**src/rtl/sq_rot_pkg.sv**
```systemverilog
package sq_rot_pkg;

    typedef enum logic [1:0] {
        ST_IDLE,
        ST_COLS,
        ST_UPS,
        ST_FIN
    } rot_state_t;

    typedef enum logic [1:0] {
        OP_HOLD,
        OP_LOAD,
        OP_UP,
        OP_RIGHT
    } cell_op_t;

endpackage

```
**src/rtl/sq_cell.sv**
```systemverilog
module sq_cell
    import sq_rot_pkg::*;
(
    input  logic     clk,
    input  logic     rst_n,
    input  cell_op_t op,
    input  logic     load_bit,
    input  logic     from_below,
    input  logic     from_left,
    output logic     q
);

    always_ff @(posedge clk or negedge rst_n) begin
        if (!rst_n) begin
            q <= 1'b0;
        end else begin
            unique case (op)
                OP_LOAD:  q <= load_bit;
                OP_UP:    q <= from_below;
                OP_RIGHT: q <= from_left;
                default:  q <= q;
            endcase
        end
    end

endmodule

```
**src/rtl/sq_ctrl.sv**
```systemverilog
module sq_ctrl
    import sq_rot_pkg::*;
#(
    parameter int SIDE = 4,
    localparam int LW  = $clog2(SIDE),
    localparam int CW  = 2 * LW
) (
    input  logic          clk,
    input  logic          rst_n,
    input  logic          load,
    input  logic          start,
    input  logic [CW-1:0] shamt,
    output cell_op_t      op,
    output logic          busy,
    output logic          done,
    output rot_state_t    state
);

    rot_state_t    nxt;
    logic [LW-1:0] cnt_cols;
    logic [LW-1:0] cnt_ups;

    wire [LW-1:0] req_cols = shamt[CW-1:LW];
    wire [LW-1:0] req_ups  = shamt[LW-1:0];

    // next-state decision
    always_comb begin
        nxt = state;
        unique case (state)
            ST_IDLE: begin
                if (start) begin
                    if (req_cols != '0)     nxt = ST_COLS;
                    else if (req_ups != '0) nxt = ST_UPS;
                    else                    nxt = ST_FIN;
                end
            end
            ST_COLS: begin
                if (cnt_cols == LW'(1)) nxt = (cnt_ups != '0) ? ST_UPS : ST_FIN;
            end
            ST_UPS: begin
                if (cnt_ups == LW'(1)) nxt = ST_FIN;
            end
            ST_FIN:  nxt = ST_IDLE;
            default: nxt = ST_IDLE;
        endcase
    end

    // state register and phase counters
    always_ff @(posedge clk or negedge rst_n) begin
        if (!rst_n) begin
            state    <= ST_IDLE;
            cnt_cols <= '0;
            cnt_ups  <= '0;
        end else begin
            state <= nxt;
            unique case (state)
                ST_IDLE: begin
                    if (start) begin
                        cnt_cols <= req_cols;
                        cnt_ups  <= req_ups;
                    end
                end
                ST_COLS: cnt_cols <= cnt_cols - LW'(1);
                ST_UPS:  cnt_ups  <= cnt_ups - LW'(1);
                default: ;
            endcase
        end
    end

    // outputs
    always_comb begin
        op   = OP_HOLD;
        busy = 1'b1;
        done = 1'b0;
        unique case (state)
            ST_IDLE: begin
                busy = 1'b0;
                if (load) op = OP_LOAD;
            end
            ST_COLS: op = OP_RIGHT;
            ST_UPS:  op = OP_UP;
            ST_FIN:  done = 1'b1;
            default: busy = 1'b0;
        endcase
    end

endmodule

```
**src/rtl/sq_rotator.sv**
```systemverilog
module sq_rotator
    import sq_rot_pkg::*;
#(
    parameter int SIDE = 4,
    localparam int N   = SIDE * SIDE,
    localparam int CW  = 2 * $clog2(SIDE)
) (
    input  logic          clk,
    input  logic          rst_n,
    input  logic          load,
    input  logic [N-1:0]  din,
    input  logic          start,
    input  logic [CW-1:0] shamt,
    output logic          busy,
    output logic          done,
    output logic [N-1:0]  dout
);

    cell_op_t   cell_op;
    rot_state_t ctl_state;
    logic [N-1:0] grid;

    sq_ctrl #(.SIDE(SIDE)) u_ctrl (
        .clk   (clk),
        .rst_n (rst_n),
        .load  (load),
        .start (start),
        .shamt (shamt),
        .op    (cell_op),
        .busy  (busy),
        .done  (done),
        .state (ctl_state)
    );

    for (genvar col = 0; col < SIDE; col++) begin : g_col
        for (genvar row = 0; row < SIDE; row++) begin : g_row
            localparam int IDX   = row + col * SIDE;
            localparam int BELOW = (IDX + N - 1) % N;
            localparam int LEFT  = (IDX + N - SIDE) % N;
            sq_cell u_cell (
                .clk        (clk),
                .rst_n      (rst_n),
                .op         (cell_op),
                .load_bit   (din[IDX]),
                .from_below (grid[BELOW]),
                .from_left  (grid[LEFT]),
                .q          (grid[IDX])
            );
        end
    end

    assign dout = grid;

endmodule

```
**config.mk**
```make
export PLATFORM = sky130hd
export DESIGN_NAME = sq_rotator
export DESIGN_NICKNAME = d
export VERILOG_FILES = /design/src/rtl/sq_rot_pkg.sv /design/src/rtl/sq_cell.sv /design/src/rtl/sq_ctrl.sv /design/src/rtl/sq_rotator.sv
export SDC_FILE = /design/constraint.sdc
export NUM_CORES = 1
export LEC_CHECK = 0
export BUFFER_PORTS_ARGS = -buffer_cell sky130_fd_sc_hd__buf_4
export CORE_MARGIN = 1
export CORE_UTILIZATION = 55
export CTS_CLUSTER_DIAMETER = 120
export CTS_CLUSTER_SIZE = 30
export DETAILED_ROUTE_END_ITERATION = 12
export PLACE_DENSITY_LB_ADDON = 0.12
export SYNTH_ARGS = -nofsm -noshare
export SYNTH_HDL_FRONTEND = slang
export SYNTH_SLANG_ARGS = --single-unit
export TNS_END_PERCENT = 10
```
**constraint.sdc**
```tcl
create_clock -name clk -period 3.8 [get_ports clk]
set_input_delay 0.19 -clock clk [delete_from_list [all_inputs] [get_ports clk]]
set_output_delay 0.19 -clock clk [all_outputs]
set_load 0.05 [all_outputs]
```
==> impl_metrics.py <==
metrics = {
    "logic_synthesis": {
        "synth_top_cells_by_area": "dfrtp_1 (35%), mux2_4 (9.5%), ha_1 (7.9%), a22oi_1 (7.6%), buf_4 (7.6%)",
        "synth_top_area_share_pct": 34.7,
        "synth.yosys.warnings": 0,
        "synth_nets": 197,
        "synth_area_sq_um": 1590,
        "syn_inst": 163,
        "yosys.area.top_type": "dfrtp_1",
        "ys_ff_latch": 22,
        "avgSynthCellArea_sq_um": 9.74,
        "yosys.cell_types.count": 30,
        "ys_seq_area_share_pct": 34.7,
    },
    "clocking": {
        "root_buffer": "clkbuf_4",
        "clk_pin_slew_ns": 0.12,
        "clk_path_buf_depth": 2,
        "cts_buffers": 3,
        "cts_tree": "done",
        "cts.htree.levels": 1,
        "clk_latency_ns": 0.31,
        "post_cts_buffers": 0,
        "cts_sinks": 22,
    },
    "placement": {
        "place.port_buffers": 41,
        "placed_area_sq_um": 1760,
        "place.detailed.hpwl_mm": 2.43,
        "place_ws_ns": 1.32,
        "gp_congestion": 0.794,
    },
    "sta": {
        "fin_tns_setup_ns": 0,
        "worst_slew_pin_slew_ns": 0.952,
        "setup_viol": 0,
        "post-route-period-util_pct": 66.1,
        "maxSlewHeadroom_pct": 36.6,
        "fin_skew_ns": 0.00139,
        "period_needed_ns": 2.51,
        "max_freq_mhz": 398,
        "final-max-slew-violation-count": 0,
        "hold_violations": 0,
        "rsz0062_at_grt": "false",
        "timing.final.ws_setup_ns": 1.29,
    },
    "critical_path": {
        "cp-start-kind": "flop",
        "crit_arrival_ns": 2.73,
        "critPathRequiredTime_ns": 4.01,
        "cp_max_fo": 34,
        "path_class": "reg -> reg",
        "end_kind": "flop",
    },
    "cells_and_area": {
        "drive_gt1_share_pct": 35.5,
        "fillers": 227,
        "finish.instance_area_sq_um": 1800,
        "diodes": 0,
        "finalNetCount": 218,
        "area_growth_pct": 13.5,
        "multi_input_area_sq_um": 825,
        "regArea_sq_um": 551,
    },
    "worst_hold_path": {
        "hold_class": "in -> reg",
    },
    "floorplan": {
        "pin_count": 42,
        "core_area_sq_um": 2730,
        "die_h_microns": 55.7,
        "num_rows": 19,
        "die_area_sq_um": 3110,
        "die_x_microns": 55.7,
        "start_util_pct": 58.1,
    },
    "global_route": {
        "grt.overflow.total": 0,
        "grt_antenna_before_repair": 0,
        "grt_max_degree": 35,
        "grt_pass1_vias": 1166,
        "grt_pass1_wl_mm": 5.35,
        "grt_use_total_pct": 22.1,
    },
    "outcome": {
        "outcome": "finished clean",
    },
    "routing": {
        "drt.antenna.violating_nets": 0,
        "drtPass1Iterations": 4,
        "vias_per_cell": 5.90,
        "routed_wl_mm": 3.34,
        "avgRoutedWirePerCell_microns": 15.6,
        "drcViolationCount": 0,
        "dr.first_iter.drc_count": 45,
        "num_vias": 1262,
    },
    "job": {
        "cap_viol_max_count": 0,
    },
}
cell families after synthesis:
kind of cell / Yosys count / synth area share, %
mux: 19 / 15.7
flops: 22 / 34.7
fa+ha+maj: 10 / 7.88
buf+inv: 34 / 13.4
compound gates: 46 / 19.3
simple gates: 32 / 9.06
layer usage:
layer  up-vias  GRT usage (%)  share of wire [%]
met5         -              0                  0
met3         5           3.95                5.6
met1       607           31.6                 48
met2        46           32.7                 45
li1        604              -                  -
met4         0           9.64                1.4
worst max-delay path: stages (launching register included):
cell	delay [ns]
dfrtp_1	0.46
inv_1	0.14
ha_1	0.94
a311o_1	0.21
buf_4	0.28
mux2_2	0.37
cell type report:
type / instances / area share [%]
clock buffers: 4 / 2.01
repair buffers: 43 / 18.1
flip-flops and latches: 22 / 30.6
multi-input cells: 107 / 45.8
well taps: 31 / 2.15
inverters: 7 / 1.46
sequential cells by signal, summed over array words and instances (netlist names):
register              flops
g_col.g_row.u_cell.q     16
u_ctrl.cnt_cols           2
u_ctrl.cnt_ups            2
u_ctrl.state              2
cells in the final DEF, fill, tap and decap left out, types with 2 or more instances in the layout:
master,netlist,routed
a22oi_1,16,16
mux2i_1,2,2
ha_1,10,10
mux2_4,10,10
nor2b_1,2,2
a21oi_1,18,18
dfrtp_1,22,22
buf_4,16,42
clkbuf_4,0,3
nor2_1,21,21
nand2b_1,3,3
a211oi_1,2,2
o22a_1,2,2
inv_1,7,7
mux2_2,7,7
a31oi_1,3,3
worst paths after layout:
| check | endpoint | slack [ns] | from | cells after the start |
|---|---|---|---|---|
| setup reg to reg | g_col[1].g_row[2].u_cell.q$_DFFE_PN0P_ | 1.29 | u_ctrl.state[0]$_DFFE_PN0P_ | 5 |
| hold / removal | u_ctrl.cnt_ups[0]$_DFFE_PN0P_ | 0.11 | shamt[0] | 2 |
| min in group asynchronous | u_ctrl.state[0]$_DFFE_PN0P_ | 0.28 | rst_n | 2 |
| hold reg to reg | u_ctrl.cnt_cols[1]$_DFFE_PN0P_ | 0.58 | u_ctrl.cnt_cols[1]$_DFFE_PN0P_ | 1 |
| setup / recovery | g_col[1].g_row[2].u_cell.q$_DFFE_PN0P_ | 1.29 | u_ctrl.state[0]$_DFFE_PN0P_ | 5 |
| max in group asynchronous | g_col[1].g_row[2].u_cell.q$_DFFE_PN0P_ | 3.29 | rst_n | 2 |
Yosys cell counts:
library cell,number
dfrtp_1,22
nand2_1,1
buf_6,1
nand3_1,1
buf_4,16
mux2_2,7
o22a_1,2
and3_1,1
or2_2,1
a31oi_1,3
clkbuf_1,8
ha_1,10
buf_2,1
nand2b_1,3
mux2_4,10
inv_1,7
nor2b_1,2
a21oi_1,18
o21a_1,1
a311o_1,1
nor3b_1,1
nor2_1,21
o221a_2,1
a211oi_1,2
a221o_1,1
o22ai_1,1
nor3_1,1
mux2i_1,2
a22oi_1,16
buf_12,1
per-stage QoR:
step / hold slack [ns] / std cells / utilization, %
after CTS: 0.109 / 214 / 65.9
after detailed placement: 0.0994 / 209 / 64.2
after global placement: 0.0974 / 209 / 64.2
after floorplan: -0.106 / 163 / -
final: 0.112 / 214 / 65.9
after global routing: 0.119 / 214 / 65.9
repair_timing:
action	4_1_cts	5_1_grt
resized for setup	0	0
hold endpoints to repair	22	0
hold buffers	1	0
setup endpoints to repair	0	0
Power is left out: the tool's default activity adds up to more than one toggle a clock period on the data nets, which glitch-free logic cannot reach.
